File: src/rtl/win_wdog_pkg.sv
package win_wdog_pkg;

  localparam logic [7:0] OFS_CTRL  = 8'h90;
  localparam logic [7:0] OFS_PER   = 8'h94;
  localparam logic [7:0] OFS_STAT  = 8'h98;
  localparam logic [7:0] OFS_KEY   = 8'h9C;
  localparam logic [7:0] OFS_CNT   = 8'hA0;
  localparam logic [7:0] OFS_REACT = 8'hA4;
  localparam logic [7:0] OFS_WIN   = 8'hA8;

  localparam logic [31:0] ARM_WORD  = 32'hA98559DA;
  localparam logic [31:0] SVC_FIRST = 32'h0000E51A;
  localparam logic [31:0] SVC_LAST  = 32'h0000A35C;
  localparam logic [31:0] NMI_CODE  = 32'h0000000A;
  localparam logic [31:0] RST_CODE  = 32'h00000005;

  typedef enum logic {KS_IDLE, KS_ARMED} key_state_t;

  // Window code to right-shift amount applied to the reload value.
  function automatic logic [2:0] win_shift(input logic [31:0] code);
    case (code)
      32'h00000050: win_shift = 3'd1;
      32'h00000500: win_shift = 3'd2;
      32'h00005000: win_shift = 3'd3;
      32'h00050000: win_shift = 3'd4;
      32'h00500000: win_shift = 3'd5;
      default:      win_shift = 3'd1;
    endcase
  endfunction

  // Canonical code for a shift amount: 5 placed at nibble position sh.
  function automatic logic [31:0] win_code(input logic [2:0] sh);
    win_code = 32'h5 << {sh, 2'b00};
  endfunction

endpackage

File: src/rtl/win_wdog_regs.sv
module win_wdog_regs
  import win_wdog_pkg::*;
#(
  parameter int ADDR_W = 8,
  parameter int DATA_W = 32,
  parameter int PRE_W  = 12,
  parameter int CNT_W  = 25
) (
  input  logic              clk,
  input  logic              rst,
  input  logic              bus_valid,
  input  logic              bus_write,
  input  logic [ADDR_W-1:0] bus_addr,
  input  logic [DATA_W-1:0] bus_wdata,
  output logic [DATA_W-1:0] bus_rdata,
  input  logic              running,
  input  logic [CNT_W-1:0]  count,
  input  logic              violation,
  output logic [PRE_W-1:0]  period,
  output logic [2:0]        win_sh,
  output logic              nmi_sel,
  output logic              viol_flag,
  output logic              arm_req,
  output logic              key_wr,
  output logic [DATA_W-1:0] key_data
);

  logic wr, rd;
  logic sel_ctrl, sel_per, sel_stat, sel_key, sel_cnt, sel_react, sel_win;
  logic cfg_open;
  logic [DATA_W-1:0] rd_mux;

  assign wr = bus_valid & bus_write;
  assign rd = bus_valid & ~bus_write;

  assign sel_ctrl  = bus_addr == ADDR_W'(OFS_CTRL);
  assign sel_per   = bus_addr == ADDR_W'(OFS_PER);
  assign sel_stat  = bus_addr == ADDR_W'(OFS_STAT);
  assign sel_key   = bus_addr == ADDR_W'(OFS_KEY);
  assign sel_cnt   = bus_addr == ADDR_W'(OFS_CNT);
  assign sel_react = bus_addr == ADDR_W'(OFS_REACT);
  assign sel_win   = bus_addr == ADDR_W'(OFS_WIN);

  // Configuration is writable only before the timer is armed.
  assign cfg_open = wr & ~running;

  assign arm_req  = cfg_open & sel_ctrl & (bus_wdata == DATA_W'(ARM_WORD));
  assign key_wr   = wr & sel_key;
  assign key_data = bus_wdata;

  always_ff @(posedge clk) begin
    if (rst) begin
      period  <= '0;
      win_sh  <= 3'd1;
      nmi_sel <= 1'b0;
    end else if (cfg_open) begin
      if (sel_per)   period  <= bus_wdata[PRE_W-1:0];
      if (sel_win)   win_sh  <= win_shift(32'(bus_wdata));
      if (sel_react) nmi_sel <= bus_wdata == DATA_W'(NMI_CODE);
    end
  end

  // Sticky violation flag: set has priority over a write-one clear.
  always_ff @(posedge clk) begin
    if (rst) begin
      viol_flag <= 1'b0;
    end else if (violation) begin
      viol_flag <= 1'b1;
    end else if (wr && sel_stat && bus_wdata[1]) begin
      viol_flag <= 1'b0;
    end
  end

  always_comb begin
    rd_mux = '0;
    if (sel_ctrl)  rd_mux = running ? DATA_W'(ARM_WORD) : '0;
    if (sel_per)   rd_mux = DATA_W'(period);
    if (sel_stat)  rd_mux = DATA_W'({viol_flag, 1'b0});
    if (sel_cnt)   rd_mux = DATA_W'(count);
    if (sel_react) rd_mux = nmi_sel ? DATA_W'(NMI_CODE) : DATA_W'(RST_CODE);
    if (sel_win)   rd_mux = DATA_W'(win_code(win_sh));
  end

  always_ff @(posedge clk) begin
    if (rst) begin
      bus_rdata <= '0;
    end else if (rd) begin
      bus_rdata <= rd_mux;
    end
  end

endmodule

File: src/rtl/win_wdog_keyseq.sv
module win_wdog_keyseq
  import win_wdog_pkg::*;
#(
  parameter int DATA_W = 32
) (
  input  logic              clk,
  input  logic              rst,
  input  logic              key_wr,
  input  logic [DATA_W-1:0] key_data,
  output logic              service
);

  key_state_t state, state_nx;
  logic       first_word, last_word;

  assign first_word = key_data == DATA_W'(SVC_FIRST);
  assign last_word  = key_data == DATA_W'(SVC_LAST);

  always_comb begin
    state_nx = state;
    service  = 1'b0;
    if (key_wr) begin
      if (first_word) begin
        state_nx = KS_ARMED;
      end else if (state == KS_ARMED && last_word) begin
        state_nx = KS_IDLE;
        service  = 1'b1;
      end else begin
        state_nx = KS_IDLE;
      end
    end
  end

  always_ff @(posedge clk) begin
    if (rst) state <= KS_IDLE;
    else     state <= state_nx;
  end

endmodule

File: src/rtl/win_wdog_core.sv
module win_wdog_core #(
  parameter int PRE_W = 12,
  parameter int SHIFT = 13,
  parameter int CNT_W = PRE_W + SHIFT
) (
  input  logic             clk,
  input  logic             rst,
  input  logic             arm_req,
  input  logic             service,
  input  logic [PRE_W-1:0] period,
  input  logic [2:0]       win_sh,
  input  logic             nmi_sel,
  output logic             running,
  output logic [CNT_W-1:0] count,
  output logic [CNT_W-1:0] reload,
  output logic             violation,
  output logic             wd_reset_o,
  output logic             wd_nmi_o
);

  logic [CNT_W-1:0] limit;
  logic             early, expire, at_zero;

  assign reload  = CNT_W'(period) << SHIFT;
  assign limit   = reload >> win_sh;
  assign at_zero = count == '0;

  assign early     = running & service & (count >= limit);
  assign expire    = running & ~service & at_zero;
  assign violation = early | expire;

  always_ff @(posedge clk) begin
    if (rst) begin
      running <= 1'b0;
      count   <= '0;
    end else if (!running) begin
      if (arm_req) begin
        running <= 1'b1;
        count   <= reload;
      end
    end else if (service || at_zero) begin
      count <= reload;
    end else begin
      count <= count - 1'b1;
    end
  end

  always_ff @(posedge clk) begin
    if (rst) begin
      wd_reset_o <= 1'b0;
      wd_nmi_o   <= 1'b0;
    end else begin
      wd_reset_o <= violation & ~nmi_sel;
      wd_nmi_o   <= violation & nmi_sel;
    end
  end

endmodule

File: src/rtl/win_wdog_top.sv
module win_wdog_top #(
  parameter int ADDR_W = 8,
  parameter int DATA_W = 32,
  parameter int PRE_W  = 12,
  parameter int SHIFT  = 13
) (
  input  logic              clk,
  input  logic              rst,
  input  logic              bus_valid,
  input  logic              bus_write,
  input  logic [ADDR_W-1:0] bus_addr,
  input  logic [DATA_W-1:0] bus_wdata,
  output logic [DATA_W-1:0] bus_rdata,
  output logic              wd_reset_o,
  output logic              wd_nmi_o
);

  localparam int CNT_W = PRE_W + SHIFT;

  logic              running, violation, viol_flag, nmi_sel;
  logic              arm_req, key_wr, svc;
  logic [CNT_W-1:0]  count, reload;
  logic [PRE_W-1:0]  period;
  logic [2:0]        win_sh;
  logic [DATA_W-1:0] key_data;

  win_wdog_regs #(
    .ADDR_W(ADDR_W), .DATA_W(DATA_W), .PRE_W(PRE_W), .CNT_W(CNT_W)
  ) u_regs (
    .clk(clk), .rst(rst),
    .bus_valid(bus_valid), .bus_write(bus_write),
    .bus_addr(bus_addr), .bus_wdata(bus_wdata), .bus_rdata(bus_rdata),
    .running(running), .count(count), .violation(violation),
    .period(period), .win_sh(win_sh), .nmi_sel(nmi_sel),
    .viol_flag(viol_flag), .arm_req(arm_req),
    .key_wr(key_wr), .key_data(key_data)
  );

  win_wdog_keyseq #(.DATA_W(DATA_W)) u_keys (
    .clk(clk), .rst(rst),
    .key_wr(key_wr), .key_data(key_data), .service(svc)
  );

  win_wdog_core #(.PRE_W(PRE_W), .SHIFT(SHIFT), .CNT_W(CNT_W)) u_core (
    .clk(clk), .rst(rst),
    .arm_req(arm_req), .service(svc),
    .period(period), .win_sh(win_sh), .nmi_sel(nmi_sel),
    .running(running), .count(count), .reload(reload),
    .violation(violation),
    .wd_reset_o(wd_reset_o), .wd_nmi_o(wd_nmi_o)
  );

endmodule

File: config.mk
export PLATFORM = sky130hd
export DESIGN_NAME = win_wdog_top
export DESIGN_NICKNAME = d
export VERILOG_FILES = /design/src/rtl/win_wdog_pkg.sv /design/src/rtl/win_wdog_regs.sv /design/src/rtl/win_wdog_keyseq.sv /design/src/rtl/win_wdog_core.sv /design/src/rtl/win_wdog_top.sv
export SDC_FILE = /design/constraint.sdc
export NUM_CORES = 1
export LEC_CHECK = 0
export ABC_AREA = 1
export BUFFER_PORTS_ARGS = -buffer_cell sky130_fd_sc_hd__buf_4
export CELL_PAD_IN_SITES_DETAIL_PLACEMENT = 0
export CELL_PAD_IN_SITES_GLOBAL_PLACEMENT = 1
export CORE_MARGIN = 3
export CORE_UTILIZATION = 40
export DETAILED_ROUTE_END_ITERATION = 10
export PLACE_DENSITY = 0.89
export SLEW_MARGIN = 20
export SYNTH_ARGS = -nofsm -noshare
export SYNTH_HDL_FRONTEND = slang
export SYNTH_SLANG_ARGS = --single-unit
File: constraint.sdc
create_clock -name clk -period 2.4 [get_ports clk]
set_input_delay 0.24 -clock clk [delete_from_list [all_inputs] [get_ports clk]]
set_output_delay 0.24 -clock clk [all_outputs]
set_load 0.05 [all_outputs]
==> metrics.txt <==
GRT Resource Usage Total=22.8%; Hold WS=0.220 ns; cell with the most instances on the worst path=nand2_1; FF+latch count, synth=74; synthesized area=5330 µm²; Worst Setup Start Kind=register; Power Density=434 nW/µm²; critical path class=register to register; DRT iter0 DRCs=469; crit path time final=2.21 ns; Synth Instances=859; Arrival @ worst endpoint=2.45 ns; Area contributors post-synth=dfxtp_1 28%, nand2_1 16%, o21ai_0 8.0%; worst-margin pin slew=0.604 ns; CTS tree=built; Initial Utilization=41.5%; Num CTS Buffers=9; Syn. warnings=0; Hold WC Path Type=input pin to register; Power Total=2780 µW; routed wire length=16900 µm; EDFF count, synth=0; initial antenna violation count=0; Fin. Hold Viols=0; Max-Cap Viols=0; clk root buf=clkbuf_16; Net Count, Synth=923; highest clock rate=452 MHz; chip width=121 µm; Worst Path Buf+Inv=1; Layout area overhead=20.4%; ANT nets after route=0; Max H-tree Level=3; Slew Limit Headroom=59.6%; core area=12800 µm²; CTS clk-pin slew, worst paths=0.06 ns; Post-layout nets=1004; CTS max path bufs=2; share of the synthesized area in the top cell type=27.8%; Avg WL per Cell=15.1 µm; Worst path top cell family by delay=compound AO/OA/AOI/OAI gates; Seq/Total Area, Yosys=27.8%; Yosys cell types=43; Req. time, crit path=2.63 ns; CP Cell Sequence=inv_1, nand2_1, o21ai_2, nand2_1, o21ai_1, nor2_1, a31oi_1, ha_1, a21oi_1, o21ai_0, nand2_1, o211ai_1, nor2_1, nand2_1, nand2_2, nor2_1; most common cell in the synthesized netlist=nand2_1; final setup margin=0.185 ns; Congestion Overflow GR=0; Synth top cells by count=234 x nand2_1, 98 x nor2_1, 85 x o21ai_0; worst slack, placed=0.156 ns; ys async rst share=0%; run status=finished, final reports clean; post-layout util=50.0%; std cell rows=41; Sink Count=74; Leak=0.00303 µW; Post-CTS Hold Buffers=0; critical-path maximum fanout=4; CP endpoint kind=register; Final Max Slew Viols=0; Slowest Stage Delay on Critical Path=0.34 ns; via count=5753; Peak VDD IR=0.335 mV; Final setup viols=0; pin count of the biggest net entering global routing=34; final worst-path cycle share=92.3%; antenna cells=0; Die Area=14700 µm²; layout cells sized above 1=18.0%; Clock Skew=0.00494 ns; CP max stage cell=dfxtp_1; Non-Filler Instances=1115; Die H=121 µm; leading area contributor after synthesis=dfxtp_1; I/O Buffers=76; Clock Latency Late Sink=0.34 ns; gpl congestion=0.891; dpl hpwl=13200 µm; DRC errors left=0; top_reg_cell synth=dfxtp_1; vias per cell=5.16; drt pass-1 iters=6; syn avg cell area=6.20 µm²; first-pass GRT wire length=26400 µm; vias in the first global route=5111; Top-Level Pins=78; dpl cells=1099
[logic make-up (layout without fill, tap and decap cells)]
group	after synthesis	in the layout	synth area share (%)
simple gates	455	455	37.5
flops	74	74	27.8
compound gates	168	168	16.5
xor+xnor	15	15	2.47
fa+ha+maj	20	20	4.70
buf+inv	126	210	11.0
other cells	1	1	0.0704
[registers in the layout (all words and copies together) (netlist names)]
name and cells:
u_core.count 25, u_core.running 1, u_core.wd_nmi_o 1, u_core.wd_reset_o 1, u_keys.state 1, u_regs.bus_rdata 28, u_regs.nmi_sel 1, u_regs.period 12
u_regs.viol_flag 1, u_regs.win_sh 3
[routing by layer]
metal	vias to the layer above	global-route usage, %	wire length [µm]
li1	2944	-	-
met1	2580	31.0	7800
met2	183	34.9	7380
met3	46	4.62	967
met4	0	9.94	741
met5	-	0	0
[per-stage QoR]
step           area [µm²]  setup TNS, ns
6_report             6410              0
5_1_grt              6410        -0.0529
4_1_cts              6350              0
3_5_place_dp         6090              0
3_3_place_gp         6090              0
2_1_floorplan        5330              0
[power by group]
part | internal [µW] | switching [µW] | total (µW) | leakage [µW]
logic | 105 | 194 | 299 | 0.00230
registers | 1250 | 8.88 | 1250 | 0.000599
clock network | 713 | 516 | 1230 | 0.000127
total | 2060 | 718 | 2780 | 0.00303
[layout by cell type (no fill, tap or decap), drive strengths merged]
| cell | instances |
|---|---|
| a211oi | 2 |
| a21oi | 65 |
| a31oi | 1 |
| and2 | 1 |
| buf | 106 |
| clkbuf | 12 |
| clkinv | 3 |
| clkinvlp | 1 |
| conb | 1 |
| dfxtp | 74 |
| ha | 20 |
| inv | 88 |
| nand2 | 239 |
| nand3 | 67 |
| nand3b | 1 |
| nand4 | 14 |
| nor2 | 112 |
| nor2b | 2 |
| nor3 | 13 |
| nor4 | 1 |
| o211ai | 4 |
| o21a | 4 |
| o21ai | 87 |
| o21bai | 1 |
| o22ai | 4 |
| or2 | 5 |
| xnor2 | 5 |
| xor2 | 10 |
[cell type report]
type | count | area [µm²]
fillers | 1354 | 6410
multi-input cells | 659 | 3290
flip-flops and latches | 74 | 1490
repair buffers | 107 | 833
inverters | 89 | 334
clock buffers | 11 | 243
well taps | 172 | 215
clock inverters | 3 | 17.5
[worst min-delay path: stages]
cell and delay [ns]:
buf_4 0.10, o21ai_0 0.08, a21oi_1 0.10
[final timing paths]
kind | start | end | slack (ns) | depth (start not counted)
worst max-delay path | u_regs.period[10] | u_core.wd_reset_o | 0.19 | 16
worst min-delay path | bus_wdata[10] | u_regs.period[10] | 0.22 | 3
worst max register to register | u_regs.period[10] | u_core.wd_reset_o | 0.19 | 16
worst min register to register | u_regs.bus_rdata[1] | u_regs.bus_rdata[1] | 0.46 | 2
[what timing repair did]
| item | in CTS | in global routing |
|---|---|---|
| endpoints found under the setup margin | 0 | 3 |
| endpoints found under the hold margin | 0 | 0 |
| gates resized for setup | 0 | 21 |
| buffers inserted | 0 | 1 |
No activity file was read; power rests on OpenSTA's default activity.
